<file path="config.mk">
export PLATFORM = sky130hd
export DESIGN_NAME = dio_cos_ctrl
export DESIGN_NICKNAME = d
export VERILOG_FILES = /design/src/rtl/dio_pkg.sv /design/src/rtl/dio_sync.sv /design/src/rtl/dio_cos_bank.sv /design/src/rtl/dio_regfile.sv /design/src/rtl/dio_cos_ctrl.sv
export SDC_FILE = /design/constraint.sdc
export NUM_CORES = 1
export LEC_CHECK = 0
export ABC_AREA = 1
export BUFFER_PORTS_ARGS = -buffer_cell sky130_fd_sc_hd__buf_2
export CORE_MARGIN = 8
export CORE_UTILIZATION = 40
export CTS_BUF_LIST = sky130_fd_sc_hd__clkbuf_8
export CTS_CLUSTER_DIAMETER = 100
export CTS_CLUSTER_SIZE = 12
export DETAILED_ROUTE_END_ITERATION = 12
export GPL_TIMING_DRIVEN = 0
export PLACE_DENSITY = 0.55
export SLEW_MARGIN = 40
export SYNTH_ARGS = -nofsm -noshare
export SYNTH_HDL_FRONTEND = slang
export SYNTH_SLANG_ARGS = --single-unit
</file>
<file path="constraint.sdc">
create_clock -name clk_i -period 2 [get_ports clk_i]
set_clock_uncertainty 0.15 [all_clocks]
set_input_delay 0 -clock clk_i [delete_from_list [all_inputs] [get_ports clk_i]]
set_output_delay 0 -clock clk_i [all_outputs]
set_load 0.01 [all_outputs]
</file>
<file path="src/rtl/dio_pkg.sv">
`timescale 1ns/1ps
package dio_pkg;
  localparam int BANK_W      = 8;
  localparam int N_OUT_BANKS = 3;
  localparam int N_IN_BANKS  = 3;
  localparam int N_COS_BANKS = N_IN_BANKS + 1;
  localparam int OUT_W       = N_OUT_BANKS * BANK_W;
  localparam int IN_W        = N_IN_BANKS * BANK_W;
  localparam int COS_W       = N_COS_BANKS * BANK_W;
  localparam int EN_W        = 2 * N_COS_BANKS;
  localparam int ADDR_W      = 4;

  typedef logic [ADDR_W-1:0] addr_t;
  typedef logic [BANK_W-1:0] byte_t;

  localparam addr_t ADR_OUT0    = 4'd0;
  localparam addr_t ADR_TTL_OUT = 4'd3;
  localparam addr_t ADR_IN0     = 4'd4;
  localparam addr_t ADR_TTL_IN  = 4'd7;
  localparam addr_t ADR_COS0    = 4'd8;
  localparam addr_t ADR_CTL     = 4'd12;
  localparam addr_t ADR_COS_EN  = 4'd14;
  localparam addr_t ADR_SRST    = 4'd15;
  localparam int    CTL_TTL_OUT_BIT = 1;
endpackage

</file>
<file path="src/rtl/dio_sync.sv">
`timescale 1ns/1ps
module dio_sync #(
  parameter int W      = 8,
  parameter int STAGES = 2
) (
  input  logic         clk_i,
  input  logic         rst_ni,
  input  logic [W-1:0] d_i,
  output logic [W-1:0] q_o
);
  logic [W-1:0] stage_q [STAGES];

  always_ff @(posedge clk_i or negedge rst_ni) begin
    if (!rst_ni) begin
      for (int i = 0; i < STAGES; i++) stage_q[i] <= '0;
    end else begin
      stage_q[0] <= d_i;
      for (int i = 1; i < STAGES; i++) stage_q[i] <= stage_q[i-1];
    end
  end

  assign q_o = stage_q[STAGES-1];
endmodule

</file>
<file path="src/rtl/dio_cos_bank.sv">
`timescale 1ns/1ps
module dio_cos_bank #(
  parameter int W = 8
) (
  input  logic         clk_i,
  input  logic         rst_ni,
  input  logic [W-1:0] lvl_i,
  input  logic         rise_en_i,
  input  logic         fall_en_i,
  input  logic         clr_i,
  input  logic [W-1:0] clr_mask_i,
  input  logic         srst_i,
  output logic [W-1:0] status_o
);
  logic [W-1:0] prev_q, status_q, set_vec, clr_eff;

  // history keeps running across soft reset; enables are cleared there anyway
  always_ff @(posedge clk_i or negedge rst_ni) begin
    if (!rst_ni) prev_q <= '0;
    else         prev_q <= lvl_i;
  end

  assign set_vec = (lvl_i & ~prev_q & {W{rise_en_i}})
                 | (~lvl_i & prev_q & {W{fall_en_i}});
  assign clr_eff = clr_i ? clr_mask_i : '0;

  // set beats clear so no event is lost
  always_ff @(posedge clk_i or negedge rst_ni) begin
    if (!rst_ni)     status_q <= '0;
    else if (srst_i) status_q <= '0;
    else             status_q <= (status_q & ~clr_eff) | set_vec;
  end

  assign status_o = status_q;

  a_r9_set_wins: assert property (@(posedge clk_i) disable iff (!rst_ni)
    (!srst_i && (|set_vec)) |=> ((status_q & $past(set_vec)) == $past(set_vec)));

  a_r7_w1c_clears: assert property (@(posedge clk_i) disable iff (!rst_ni)
    (!srst_i && clr_i) |=> ((status_q & $past(clr_mask_i & ~set_vec)) == '0));

  a_r10_srst_status: assert property (@(posedge clk_i) disable iff (!rst_ni)
    srst_i |=> (status_q == '0));

  a_r6_disabled_hold: assert property (@(posedge clk_i) disable iff (!rst_ni)
    (!rise_en_i && !fall_en_i && !clr_i && !srst_i) |=> $stable(status_q));
endmodule

</file>
<file path="src/rtl/dio_regfile.sv">
`timescale 1ns/1ps
module dio_regfile
  import dio_pkg::*;
(
  input  logic                   clk_i,
  input  logic                   rst_ni,
  input  addr_t                  addr_i,
  input  byte_t                  wdata_i,
  input  logic                   wr_i,
  input  logic                   rd_i,
  input  logic [IN_W-1:0]        in_sync_i,
  input  byte_t                  ttl_sync_i,
  input  logic [COS_W-1:0]       status_i,
  input  logic                   irq_i,
  output byte_t                  rdata_o,
  output logic [OUT_W-1:0]       out_o,
  output byte_t                  ttl_out_o,
  output logic                   ttl_oe_o,
  output logic [EN_W-1:0]        cos_en_o,
  output logic [N_COS_BANKS-1:0] cos_clr_o,
  output byte_t                  clr_mask_o,
  output logic                   srst_o
);
  logic [OUT_W-1:0] out_q;
  byte_t            ttl_out_q, rd_mux, rdata_q;
  logic             ttl_mode_q;
  logic [EN_W-1:0]  cos_en_q;

  assign srst_o = wr_i && (addr_i == ADR_SRST);

  always_ff @(posedge clk_i or negedge rst_ni) begin
    if (!rst_ni) begin
      out_q      <= '0;
      ttl_out_q  <= '0;
      ttl_mode_q <= 1'b0;
      cos_en_q   <= '0;
    end else if (srst_o) begin
      out_q      <= '0;
      ttl_out_q  <= '0;
      ttl_mode_q <= 1'b0;
      cos_en_q   <= '0;
    end else if (wr_i) begin
      for (int k = 0; k < N_OUT_BANKS; k++)
        if (addr_i == ADR_OUT0 + ADDR_W'(k)) out_q[k*BANK_W +: BANK_W] <= wdata_i;
      if (addr_i == ADR_TTL_OUT) ttl_out_q  <= wdata_i;
      if (addr_i == ADR_CTL)     ttl_mode_q <= wdata_i[CTL_TTL_OUT_BIT];
      if (addr_i == ADR_COS_EN)  cos_en_q   <= wdata_i[EN_W-1:0];
    end
  end

  always_comb begin
    for (int b = 0; b < N_COS_BANKS; b++)
      cos_clr_o[b] = wr_i && (addr_i == ADR_COS0 + ADDR_W'(b));
  end
  assign clr_mask_o = wdata_i;

  always_comb begin
    rd_mux = '0;
    for (int k = 0; k < N_OUT_BANKS; k++)
      if (addr_i == ADR_OUT0 + ADDR_W'(k)) rd_mux = out_q[k*BANK_W +: BANK_W];
    for (int k = 0; k < N_IN_BANKS; k++)
      if (addr_i == ADR_IN0 + ADDR_W'(k)) rd_mux = in_sync_i[k*BANK_W +: BANK_W];
    for (int b = 0; b < N_COS_BANKS; b++)
      if (addr_i == ADR_COS0 + ADDR_W'(b)) rd_mux = status_i[b*BANK_W +: BANK_W];
    if (addr_i == ADR_TTL_OUT) rd_mux = ttl_out_q;
    if (addr_i == ADR_TTL_IN)  rd_mux = ttl_sync_i;
    if (addr_i == ADR_CTL)     rd_mux[CTL_TTL_OUT_BIT] = ttl_mode_q;
    if (addr_i == ADR_COS_EN)  rd_mux[EN_W-1:0] = cos_en_q;
    if (addr_i == ADR_SRST)    rd_mux[0] = irq_i;
  end

  always_ff @(posedge clk_i or negedge rst_ni) begin
    if (!rst_ni)   rdata_q <= '0;
    else if (rd_i) rdata_q <= rd_mux;
  end

  assign rdata_o   = rdata_q;
  assign out_o     = out_q;
  assign ttl_out_o = ttl_out_q;
  assign ttl_oe_o  = ttl_mode_q;
  assign cos_en_o  = cos_en_q;

  a_r10_srst_regs: assert property (@(posedge clk_i) disable iff (!rst_ni)
    srst_o |=> (out_q == '0 && ttl_out_q == '0 && !ttl_mode_q && cos_en_q == '0));

  a_r3_ro_ignored: assert property (@(posedge clk_i) disable iff (!rst_ni)
    (wr_i && addr_i >= ADR_IN0 && addr_i <= ADR_TTL_IN) |=>
      ($stable(out_q) && $stable(ttl_out_q)));

  a_r2_out_hold: assert property (@(posedge clk_i) disable iff (!rst_ni)
    !wr_i |=> $stable(out_q));
endmodule

</file>
<file path="src/rtl/dio_cos_ctrl.sv">
`timescale 1ns/1ps
module dio_cos_ctrl
  import dio_pkg::*;
#(
  parameter int SYNC_STAGES = 2
) (
  input  logic                 clk_i,
  input  logic                 rst_ni,
  input  logic [ADDR_W-1:0]    addr_i,
  input  logic [BANK_W-1:0]    wdata_i,
  input  logic                 wr_i,
  input  logic                 rd_i,
  output logic [BANK_W-1:0]    rdata_o,
  output logic [OUT_W-1:0]     out_o,
  input  logic [IN_W-1:0]      in_i,
  output logic [BANK_W-1:0]    ttl_o,
  input  logic [BANK_W-1:0]    ttl_i,
  output logic                 ttl_oe_o,
  output logic                 irq_o
);
  logic [COS_W-1:0]       pins_sync, status_all;
  logic [EN_W-1:0]        cos_en;
  logic [N_COS_BANKS-1:0] cos_clr;
  byte_t                  clr_mask;
  logic                   srst;

  dio_sync #(.W(COS_W), .STAGES(SYNC_STAGES)) u_sync (
    .clk_i (clk_i),
    .rst_ni(rst_ni),
    .d_i   ({ttl_i, in_i}),
    .q_o   (pins_sync)
  );

  for (genvar b = 0; b < N_COS_BANKS; b++) begin : g_bank
    dio_cos_bank #(.W(BANK_W)) u_bank (
      .clk_i     (clk_i),
      .rst_ni    (rst_ni),
      .lvl_i     (pins_sync[b*BANK_W +: BANK_W]),
      .rise_en_i (cos_en[b]),
      .fall_en_i (cos_en[b+N_COS_BANKS]),
      .clr_i     (cos_clr[b]),
      .clr_mask_i(clr_mask),
      .srst_i    (srst),
      .status_o  (status_all[b*BANK_W +: BANK_W])
    );
  end

  assign irq_o = |status_all;

  dio_regfile u_regs (
    .clk_i     (clk_i),
    .rst_ni    (rst_ni),
    .addr_i    (addr_i),
    .wdata_i   (wdata_i),
    .wr_i      (wr_i),
    .rd_i      (rd_i),
    .in_sync_i (pins_sync[IN_W-1:0]),
    .ttl_sync_i(pins_sync[COS_W-1:IN_W]),
    .status_i  (status_all),
    .irq_i     (irq_o),
    .rdata_o   (rdata_o),
    .out_o     (out_o),
    .ttl_out_o (ttl_o),
    .ttl_oe_o  (ttl_oe_o),
    .cos_en_o  (cos_en),
    .cos_clr_o (cos_clr),
    .clr_mask_o(clr_mask),
    .srst_o    (srst)
  );
endmodule

</file>
### Word level (Yosys, flattened, before mapping)

Cells that the tools add are included.

* reductions and logical operators: 20
* multiplexer cells: 37
* bitwise operators: 40
* equal/unequal tests: 14

Operator list (count)
* 2-to-1 mux 8 bit: 30
* AND 8 bit: 20
* inverter 8 bit: 12
* bitwise OR 8 bit: 8
* 2-to-1 mux 24 bit: 2
* OR reduction 32 bit: 1
* == test 4 bit, second input constant: 7
* == test 4 x 3 -> 1 bit, second input constant: 4
* nonzero test 2 bit: 7
* AND reduction 2 bit: 6
* == test 4 x 2 -> 1 bit, second input constant: 2
* logical AND 1 bit: 5
* 2-to-1 mux 1 bit: 5
* == test 4 x 1 -> 1 bit, second input constant: 1
* zero test 4 bit: 1

* bits of input ports: 48
* flip-flop bits (word level): 177
* word-level logic and storage cells: 128
* output and inout port bits: 42

### Logic depth before layout (Yosys ltp)

Gate-level depths: netlist of run 1.

* depth after elaboration: 16
* depth in mapped cells: 14

### Cells and area by module

A second synthesis of run 1 with hierarchy kept.

* cell total of the unflattened synthesis: 944
* area, all modules: 7847.5 µm²

Modules (own cells, without submodules)
* dio_cos_bank: cells an instance 92, sequential area each 400.4 µm², times used 4, area each 730.7 µm²
* dio_regfile: cells an instance 435, sequential area each 1226.2 µm², times used 1, area each 2904.0 µm²
* dio_sync: cells an instance 96, sequential area each 1601.5 µm², times used 1, area each 1841.8 µm²
* dio_cos_ctrl: cells an instance 45, sequential area each 0.0 µm², times used 1, area each 178.9 µm²

### Least setup slack after synthesis of run 1

No wires, ideal clock.

* path type: register to register
* start: register g_bank[2].u_bank.status_q[3]
* end: register u_regs.rdata_q[0] (netlist: u_regs.rdata_o[0])
* required time: 1.734 ns
* clock period less this slack: 1.548 ns
* data arrival time: 1.281 ns
* cell stages (with the launch flop): 8
* path slack: 0.452 ns
* buffers on the path: 0
* path through: dfrtp_1 > nor4_1 > nand4_1 > or2_2 > nor2_1 > nor2_1 > nand2_1 > nand2_1

* word-level cells in the longest chain between the ends: 2

RTL lines
* from (decl): line dio_cos_bank.sv:15 `logic [W-1:0] prev_q, status_q, set_vec, clr_eff;`
* from (signal assigned): line dio_cos_bank.sv:31 `else status_q <= (status_q & ~clr_eff) | set_vec;`
* OR reduction 32 bit: line dio_cos_ctrl.sv:48 `assign irq_o = |status_all;`
* via irq_o: line dio_cos_ctrl.sv:19 `output logic irq_o`
* 2-to-1 mux 1 bit: line dio_regfile.sv:69 `if (addr_i == ADR_SRST) rd_mux[0] = irq_i;`
* to (signal assigned): line dio_regfile.sv:74 `else if (rd_i) rdata_q <= rd_mux;`
* to (decl): line dio_regfile.sv:25 `byte_t ttl_out_q, rd_mux, rdata_q;`

The timed path passes the listed nets, and every way through them passes these cells.
A chain may end at the register's enable or synchronous reset.

### Worst setup path in the final report of run 1

* start: register g_bank[1].u_bank.status_q[0]
* end: output port irq_o

* word-level cells in the longest chain between the ends: 1

RTL lines (line)
* from (decl): dio_cos_bank.sv:15
* from (signal assigned): dio_cos_bank.sv:31
* OR reduction 32 bit: dio_cos_ctrl.sv:48
* to (decl): dio_cos_ctrl.sv:19

No other way between the ends.

==> key figures, run 1 <==
Synth
  • Seq/Total Area, Yosys: 0.6205
  • Commonest cells in the netlist: dfrtp_1, nand2_1, inv_1, nor2_1, o21ai_0
  • Main synth FF type: dfrtp_1
  • Post-synthesis cell count: 774
  • Ys async rst share: 1.000
  • Post-synth EDFFs: 0
  • Top cell type by total area after synthesis: dfrtp_1
  • Cell variety after synth: 24
  • Yosys warns: 0
  • Post-synthesis net count: 822
  • Synth top area cells: dfrtp_1, nand2_1, o21ai_0
  • Most common cell in the netlist: dfrtp_1
  • Yosys reg bits: 177
  • Syn avg cell area: 9.222 um^2
  • Top cell type's share of synthesized area: 0.6205
  • Synthesized area: 7138 um^2

Run status
  • Status: finished, final reports clean

Clock tree
  • H-tree levels: 4
  • Clock Pin Slew Worst Setup and Hold Paths: 90 ps
  • TritonCTS Buffers: 17
  • Worst skew pair latency: 470 ps
  • TritonCTS clock tree: done
  • Clk root buf: clkbuf_8
  • Clock sink count: 177
  • Clock Tree Buf Depth: 2

Layout
  • Final net count: 1008
  • Final core occ: 0.5202
  • Area Growth Syn to Fin: 29.11%
  • Layout cells sized above 1: 0.1799
  • Ant. Diodes: 0

Critical path
  • CP startpoint: g_bank[1].u_bank.status_o[0]$_DFF_PN0_
  • Reg-to-reg startpoint: u_regs.out_o[8]$_DFFE_PN0P_
  • FF-to-FF End: u_regs.rdata_o[0]$_DFFE_PN0P_
  • CP Launch Type: flip-flop
  • Worst reg-to-reg setup slack: 220 ps
  • Worst setup path end: irq_o
  • WP data required: 1850 ps
  • Crit path capture type: primary output
  • Crit Path Category: flip-flop to primary output
  • CP Max Fanout: 3
  • Worst reg-to-reg path cell count: 10
  • Crit path DAT: 1790 ps

Global route
  • GR Overflow Total: 0
  • Vias in the first global route: 5906
  • GR Util All Layers: 0.1893
  • First-pass GRT wire length: 32180 um
  • Largest net degree at the start of global routing: 78
  • Antenna violations before repair: 0

Floorplan
  • Die area: 22380 um^2
  • Die Y: 149.6 um
  • Io pins: 90
  • Core box area: 17720 um^2
  • FP Rows: 49
  • Initial core utilization: 0.4029
  • Die width: 149.6 um

Drt
  • Post-DR wirelength/cell: 16.82 um
  • DR vias/cell: 4.938
  • First drt pass iteration count: 5
  • Post-DRT Antenna Nets: 0
  • DR iter-0 viols: 441
  • DRC: 0
  • Via Count: 5936
  • Routed wire length: 20220 um

Pwr
  • Tot Pwr: 8585 uW
  • Max VDD drop: 0.4439 mV
  • Pleak: 0.004283 uW
  • Pwr Density: 931.5 nW/um^2

Placed design
  • Buffers on Ports: 88
  • Detailed placement HPWL: 14470 um
  • Final GP Congestion: 0.8942

STA
  • Slew @ Worst Pin: 580.1 ps
  • Final setup vio count: 0
  • RSZ-0062 raised after global routing: yes
  • Setup TNS: 0 ps
  • Period utilisation layout: 0.9688
  • Final min period: 1938 ps
  • Worst slew margin: 0.6133
  • Final Max Tran Viols: 0
  • Peak Freq: 516.1 MHz
  • Fin. Hold Viols: 0

Worst hold path
  • Type of the worst min-delay path: primary input to flip-flop

Flow run
  • Maxcap violations: 0
==> worst min path at each step <==
stage | depth (start not counted) | slack, ps | end | from
after floorplan | 0 | -450 | g_bank[0].u_bank.prev_q[0]$_DFF_PN0_ | rst_ni
after global routing | 2 | 0.2 | u_sync.stage_q[51]$_DFF_PN0_ | in_i[19]
after detailed placement | 1 | -250 | u_regs.out_o[3]$_DFFE_PN0P_ | rst_ni
after CTS | 2 | 0.4 | u_sync.stage_q[59]$_DFF_PN0_ | ttl_i[3]
after global placement | 1 | -40 | u_sync.stage_q[62]$_DFF_PN0_ | ttl_i[6]
final | 2 | 20 | u_sync.stage_q[38]$_DFF_PN0_ | in_i[6]
==> sequential cells by signal, summed over array words and instances (netlist names) <==
| signal | cells |
|---|---|
| u_sync.q_o | 32 |
| u_regs.out_o | 24 |
| u_regs.rdata_o | 8 |
| u_regs.ttl_oe_o | 1 |
| g_bank.u_bank.prev_q | 32 |
| u_sync.stage_q | 32 |
| u_regs.ttl_out_o | 8 |
| u_regs.cos_en_o | 8 |
| g_bank.u_bank.status_o | 32 |
==> critical path, stage by stage, from the launching register on <==
cell and delay [ps]:
dfrtp_1 430, nor4_2 320, nand4_1 140, or2_4 300
buf_6 130
==> metrics by stage <==
stage                     cells  hold slack [ps]  setup WS [ps]  area, um^2
after floorplan             774           -445.6          452.4        7138
after global placement     1091           -42.16          -2040        7865
after detailed placement   1093           -248.8          147.5        7930
after CTS                  1198           0.3662          15.66        9119
after global routing       1202           0.2202         -29.37        9216
final                      1202            22.85          62.48        9216
==> report_power, final <==
part	leakage, uW	switching [uW]	internal [uW]	total [uW]
sequential	0.00203	389	4030	4420
clock	0.000218	1340	1360	2710
combinational	0.00203	870	592	1460
total	0.00428	2600	5980	8580
==> timing repair <==
item / CTS / global route
buffers inserted: 1 / 3
resized for setup: 2 / 14
hold buffers: 72 / 1
endpoints found under the setup margin: 1 / 6
hold endpoints to repair: 262 / 1
pin swaps: 1 / 5
==> layer usage <==
layer | vias up | part of all wire | global-route usage
met3 | 31 | 0.058 | 0.03810
met1 | 2830 | 0.45 | 0.2494
met4 | 0 | 0.020 | 0.07471
met2 | 183 | 0.47 | 0.3014
met5 | - | 0 | 0
li1 | 2892 | - | -
==> kinds of logic (layout without fill, tap and decap cells) <==
kind of cell	after synthesis	count (layout)	share of synthesized area
compound gates	160	160	0.1190
buf+inv	112	311	0.06275
flops	177	177	0.6205
simple gates	325	325	0.1977
==> cell type report <==
| type | instances | area, um^2 |
|---|---|---|
| fill | 1684 | 8502 |
| sequential | 177 | 4431 |
| multi-input combinational | 485 | 2327 |
| timing repair buffer | 167 | 1282 |
| inverter | 92 | 345.3 |
| tap | 229 | 286.5 |
| clock buffer | 20 | 275.3 |
| clock inverter | 12 | 166.4 |
| buffer | 20 | 102.6 |
==> cell usage in the layout, fill, tap and decap left out, drive strengths merged <==
cell type | Yosys | routed
buf | 12 | 107
a32o | 1 | 1
nand4 | 15 | 15
clkinvlp | 0 | 2
o21ai | 86 | 86
a21oi | 50 | 50
or2 | 1 | 1
bufinv | 0 | 3
clkinv | 0 | 1
clkbuf | 8 | 28
dlygate4sd3 | 0 | 72
inv | 92 | 98
a31oi | 23 | 23
nor2 | 99 | 99
dfrtp | 177 | 177
nand3 | 39 | 39
nand2 | 163 | 163
nor4 | 8 | 8
Note: power is estimated with default switching activity, not from simulation.
==> run 2: changes to the inputs <==
--- a/config.mk
+++ b/config.mk
@@ -6,7 +6,7 @@
 export NUM_CORES = 1
 export LEC_CHECK = 0
 export ABC_AREA = 1
-export BUFFER_PORTS_ARGS = -buffer_cell sky130_fd_sc_hd__buf_2
+export BUFFER_PORTS_ARGS = -buffer_cell sky130_fd_sc_hd__clkbuf_2
 export CORE_MARGIN = 8
 export CORE_UTILIZATION = 40
 export CTS_BUF_LIST = sky130_fd_sc_hd__clkbuf_8
==> key figures, run 2 (synthesis gave the netlist of run 1 again) <==
Run status
  • Status: finished, final reports clean

Critical path
  • Critical path's slowest cell: dfrtp_1
  • Crit path DAT: 1790 ps (about the same)
  • Crit path capture type: primary output
  • Cell family with most CP delay: simple AND/OR/NAND/NOR gates
  • Worst path buffer plus inverter count: 1 (unchanged)
  • Crit-path cells: nor4_2 > nand4_1 > or2_4 > buf_6
  • Crit. path cell count: 4 (unchanged)
  • CP Max Fanout: 3 (unchanged)
  • Worst reg-to-reg setup slack: 150 ps (-70 ps)
  • Worst reg-to-reg path cell count: 10 (unchanged)
  • WP data required: 1850 ps (about the same)
  • Crit Path Category: flip-flop to primary output
  • CP Launch Type: flip-flop
  • Crit path largest cell delay: 410 ps (-20 ps)

Global route
  • First-pass GRT wire length: 32060 um (-0.39%)
  • GR Overflow Total: 0 (unchanged)
  • Met1 usage: 0.2568 (+0.007437)
  • Vias in the first global route: 5804 (-1.7%)
  • Global route hottest layer: met2
  • Largest net degree at the start of global routing: 65 (-17%)
  • Antenna violations before repair: 0 (unchanged)
  • M2 GR Usage: 0.2881 (-0.01329)
  • M3 GR Usage: 0.03961 (+0.001512)
  • GR Util All Layers: 0.1879 (-0.001409)

STA
  • Final setup vio count: 0 (unchanged)
  • Final Max Tran Viols: 0 (unchanged)
  • Period utilisation layout: 0.9714 (+0.002682)
  • Slew @ Worst Pin: 603.9 ps (+23.80 ps)
  • RSZ-0062 raised after global routing: yes
  • Peak Freq: 514.7 MHz (-0.28%)
  • Final min period: 1943 ps (+5.364 ps)
  • Setup TNS: 0 ps (unchanged)
  • Worst slew margin: 0.5974 (-0.01587)
  • Fin. Hold Viols: 0 (unchanged)
  • Slack of the critical path: 57.12 ps (-5.364 ps)

Placed design
  • Detailed placement HPWL: 14530 um (+0.41%)
  • Buffers on Ports: 88 (unchanged)
  • Final GP Congestion: 0.8930 (-0.13%)
  • Area after DPL: 7929 um^2 (about the same)
  • Pre-CTS setup slack: 189.6 ps (+42.08 ps)

Layout
  • Area Growth Syn to Fin: 24.80%
  • Most frequent cells in the layout: dfrtp_1, nand2_1, inv_1
  • Final net count: 987 (-2.1%)
  • Layout cells sized above 1: 0.1712 (-0.008638)
  • Final Instance Area: 8909 um^2 (-3.3%)
  • Most common library cell in the layout ignoring fill and taps: dfrtp_1
  • Fillers: 1716 (+1.9%)
  • Ant. Diodes: 0 (unchanged)

Pwr
  • Tot Pwr: 8163 uW (-4.9%)
  • Pwr Density: 916.3 nW/um^2 (-1.6%)
  • Pleak: 0.004177 uW (-2.5%)
  • Max VDD drop: 0.4299 mV (-3.2%)

Floorplan
  • Die width: 149.6 um (unchanged)
  • Die area: 22380 um^2 (unchanged)
  • Initial core utilization: 0.4029 (unchanged)
  • Die Y: 149.6 um (unchanged)
  • Core box area: 17720 um^2 (unchanged)
  • Io pins: 90 (unchanged)
  • FP Rows: 49 (unchanged)

Drt
  • Post-DR wirelength/cell: 16.82 um (about the same)
  • Routed wire length: 19860 um (-1.8%)
  • Via Count: 5777 (-2.7%)
  • First drt pass iteration count: 5 (unchanged)
  • Post-DRT Antenna Nets: 0 (unchanged)
  • DR vias/cell: 4.892 (-0.95%)
  • DR iter-0 viols: 357 (-19%)
  • DRC: 0 (unchanged)

Clock tree
  • Clk root buf: clkbuf_8
  • Clock Tree Buf Depth: 2 (unchanged)
  • TritonCTS Buffers: 17 (unchanged)
  • Worst skew pair latency: 460 ps (about the same)
  • Clock Pin Slew Worst Setup and Hold Paths: 90 ps (about the same)
  • H-tree levels: 4 (unchanged)
  • TritonCTS clock tree: done
  • Clock sink count: 177 (unchanged)

Worst hold path
  • Type of the worst min-delay path: primary input to flip-flop
  • Hold Crit Depth: 2 (unchanged)

Flow run
  • Maxcap violations: 0 (unchanged)
[run 2: power breakdown]
part / total, uW / switching, uW / leakage [uW] / internal (uW)
clock network: 2330 / 1290 / 0.000193 / 1050
registers: 4420 / 391 / 0.00203 / 4030
logic: 1410 / 858 / 0.00195 / 552
[run 2: layer usage]
| metal | share of wire | vias up |
|---|---|---|
| met2 | 0.46 | 161 |
| met3 | 0.056 | 30 |
| met1 | 0.46 | 2742 |
| li1 | - | 2844 |
| met5 | 0 | - |
| met4 | 0.023 | 0 |
[run 2: cell type report]
type | count | area [um^2] | area share
buffer | 20 | 102.6 | 0.01152
clock buffer | 19 | 261.5 | 0.02935
clock inverter | 13 | 112.6 | 0.01264
inverter | 92 | 345.3 | 0.03876
multi-input combinational | 485 | 2306 | 0.2588
sequential | 177 | 4431 | 0.4973
tap | 229 | 286.5 | 0.03216
timing repair buffer | 146 | 1064 | 0.1194
[run 2: metrics by stage]
stage	hold slack, ps	cells	util
5_1_grt	7.347	1181	0.5028
6_report	27.44	1181	0.5028
4_1_cts	0.03270	1178	0.4989
3_3_place_gp	-42.00	1091	0.4439
2_1_floorplan	-445.6	774	-
3_5_place_dp	-155.1	1093	0.4475
[run 2: final timing paths]
| path | startpoint | endpoint |
|---|---|---|
| setup / recovery | g_bank[1].u_bank.status_o[3]$_DFF_PN0_ | irq_o |
| hold / removal | in_i[12] | u_sync.stage_q[44]$_DFF_PN0_ |
| setup reg to reg | u_regs.out_o[8]$_DFFE_PN0P_ | u_regs.rdata_o[0]$_DFFE_PN0P_ |
| hold reg to reg | u_sync.stage_q[38]$_DFF_PN0_ | u_sync.q_o[6]$_DFF_PN0_ |
| max in group asynchronous | rst_ni | u_sync.stage_q[49]$_DFF_PN0_ |
| min in group asynchronous | rst_ni | u_regs.out_o[11]$_DFFE_PN0P_ |
[run 2: what timing repair did]
action,4_1_cts,5_1_grt
pin swaps,1,3
endpoints found under the hold margin,195,1
hold buffers,52,1
resized for setup,2,9
setup buffers,1,2
endpoints found under the setup margin,1,1
==> run 3: changes to the inputs <==
--- a/config.mk
+++ b/config.mk
@@ -7,7 +7,7 @@
 export LEC_CHECK = 0
 export ABC_AREA = 1
 export BUFFER_PORTS_ARGS = -buffer_cell sky130_fd_sc_hd__clkbuf_2
-export CORE_MARGIN = 8
+export CORE_MARGIN = 2
 export CORE_UTILIZATION = 40
 export CTS_BUF_LIST = sky130_fd_sc_hd__clkbuf_8
 export CTS_CLUSTER_DIAMETER = 100
==> key figures, run 3 (synthesis gave the netlist of run 1 again) <==
Drt
  • Post-DR wirelength/cell: 16.77 um (-0.32%)
  • DR iter-0 viols: 629 (+76%)
  • Post-DRT Antenna Nets: 0 (unchanged)
  • Routed wire length: 19950 um (+0.44%)
  • DRC: 0 (unchanged)
  • DR vias/cell: 5.093 (+4.1%)
  • First drt pass iteration count: 7 (+2)
  • Via Count: 6061 (+4.9%)

Floorplan
  • Die width: 137.6 um (-8.0%)
  • Die Y: 137.6 um (-8.0%)
  • Core box area: 17360 um^2 (-2.0%)
  • Die area: 18930 um^2 (-15%)
  • Initial core utilization: 0.4113 (+0.008393)
  • FP Rows: 48 (-2.0%)
  • Io pins: 90 (unchanged)

Critical path
  • WP data required: 1850 ps (about the same)
  • CP Launch Type: flip-flop
  • CP Max Fanout: 3 (unchanged)
  • Worst reg-to-reg path cell count: 10 (unchanged)
  • Reg-to-reg startpoint: u_regs.out_o[8]$_DFFE_PN0P_
  • Crit path DAT: 1790 ps (about the same)
  • Crit Path Category: flip-flop to primary output
  • FF-to-FF End: u_regs.rdata_o[0]$_DFFE_PN0P_
  • Crit path capture type: primary output
  • Worst reg-to-reg setup slack: 130 ps (-20 ps)

Layout
  • Most common library cell in the layout ignoring fill and taps: dfrtp_1
  • Fillers: 1612 (-6.1%)
  • Multi-input logic area: 2288 um^2 (-0.76%)
  • Most frequent cells in the layout: dfrtp_1, nand2_1, clkbuf_2
  • Final Instance Area: 9091 um^2 (+2.1%)
  • Area Growth Syn to Fin: 27.36%
  • Layout cells sized above 1: 0.1720 (+0.0008022)
  • Flip-flop and latch area: 4429 um^2 (about the same)
  • Ant. Diodes: 0 (unchanged)
  • Final net count: 1000 (+1.3%)

Clock tree
  • H-tree levels: 4 (unchanged)
  • TritonCTS Buffers: 17 (unchanged)
  • Clk root buf: clkbuf_8
  • Clock Pin Slew Worst Setup and Hold Paths: 100 ps (about the same)
  • Clock Tree Buf Depth: 2 (unchanged)
  • Worst skew pair latency: 470 ps (about the same)
  • TritonCTS clock tree: done
  • Clock sink count: 177 (unchanged)

Pwr
  • Tot Pwr: 8595 uW (+5.3%)
  • Pwr Density: 945.4 nW/um^2 (+3.2%)
  • Max VDD drop: 0.4643 mV (+8.0%)
  • Pleak: 0.004246 uW (+1.6%)

Global route
  • First-pass GRT wire length: 30930 um (-3.5%)
  • M3 GR Usage: 0.04783 (+0.008216)
  • GR Util All Layers: 0.2223 (+0.03443)
  • Largest net degree at the start of global routing: 74 (+14%)
  • Antenna violations before repair: 0 (unchanged)
  • Global route hottest layer: met2
  • Met1 usage: 0.2994 (+0.04263)
  • M2 GR Usage: 0.3563 (+0.06821)
  • Vias in the first global route: 5739 (-1.1%)
  • GR Overflow Total: 0 (unchanged)

Placed design
  • Detailed placement HPWL: 14220 um (-2.2%)
  • Final GP Congestion: 0.9188 (+2.9%)
  • Buffers on Ports: 88 (unchanged)
  • Area after DPL: 7924 um^2 (about the same)

Run status
  • Status: finished, final reports clean

STA
  • Period utilisation layout: 0.9696 (-0.001859)
  • Slew @ Worst Pin: 588.0 ps (-15.88 ps)
  • Fin. Hold Viols: 0 (unchanged)
  • Worst slew margin: 0.6080 (+0.01059)
  • Final Max Tran Viols: 0 (unchanged)
  • Peak Freq: 515.7 MHz (+0.19%)
  • Final setup vio count: 0 (unchanged)
  • RSZ-0062 raised after global routing: yes
  • Final min period: 1939 ps (-3.718 ps)

Worst hold path
  • Hold Path Sink: u_sync.stage_q[36]$_DFF_PN0_
  • Hold Crit Depth: 2 (unchanged)
  • Hold Crit Start: in_i[4]
  • Type of the worst min-delay path: primary input to flip-flop

Flow run
  • Maxcap violations: 0 (unchanged)
[run 3: repair_timing]
item,CTS,global route
hold buffers,65,1
setup buffers,2,1
pin swaps,3,2
resized for setup,5,0
endpoints found under the hold margin,267,1
setup endpoints to repair,1,1
[run 3: report_power, final]
part / internal [uW] / switching, uW
Sequential: 4030 / 369
Clock: 1410 / 1350
Combinational: 570 / 866
[run 3: worst max-delay path, cell delays in order, from the launching register on]
cell and delay [ps]:
dfrtp_1 410, nor4_1 300, nand4_1 170, or2_4 300, clkbuf_2 140
[run 3: metrics by stage]
step	utilization	instances	setup TNS [ps]	hold slack, ps	setup WS, ps
6_report	0.5238	1190	0	21.51	60.84
2_1_floorplan	-	774	0	-445.6	452.4
3_3_place_gp	0.4529	1087	-404720	-42.38	-2301
4_1_cts	0.5228	1188	0	0.4645	53.56
5_1_grt	0.5238	1190	-18.09	0.6702	-18.09
3_5_place_dp	0.4565	1089	0	-197.3	176.4
[run 3: worst max path at each step]
| stage | cells past startpoint | start | to |
|---|---|---|---|
| floorplan | 7 | g_bank[2].u_bank.status_o[3]$_DFF_PN0_ | u_regs.rdata_o[0]$_DFFE_PN0P_ |
| global placement | 1 | rst_ni | u_sync.stage_q[50]$_DFF_PN0_ |
| detailed placement | 14 | addr_i[1] | u_regs.rdata_o[2]$_DFFE_PN0P_ |
| CTS | 4 | g_bank[3].u_bank.status_o[0]$_DFF_PN0_ | irq_o |
| global route | 4 | g_bank[0].u_bank.status_o[7]$_DFF_PN0_ | irq_o |
| finish | 4 | g_bank[2].u_bank.status_o[6]$_DFF_PN0_ | irq_o |
[run 3: layout make-up]
type,count,area share
repair buffers,159,0.1317
clock inverters,14,0.02188
flip-flops and latches,177,0.4872
well taps,225,0.03097
plain buffers,20,0.01129
multi-input cells,485,0.2517
inverters,92,0.03799
clock buffers,18,0.02725
[run 3: layer usage]
metal | part of all wire | up-vias
met3 | 0.062 | 38
met1 | 0.44 | 2949
met4 | 0.025 | 0
li1 | - | 2876
met5 | 0 | -
met2 | 0.47 | 198
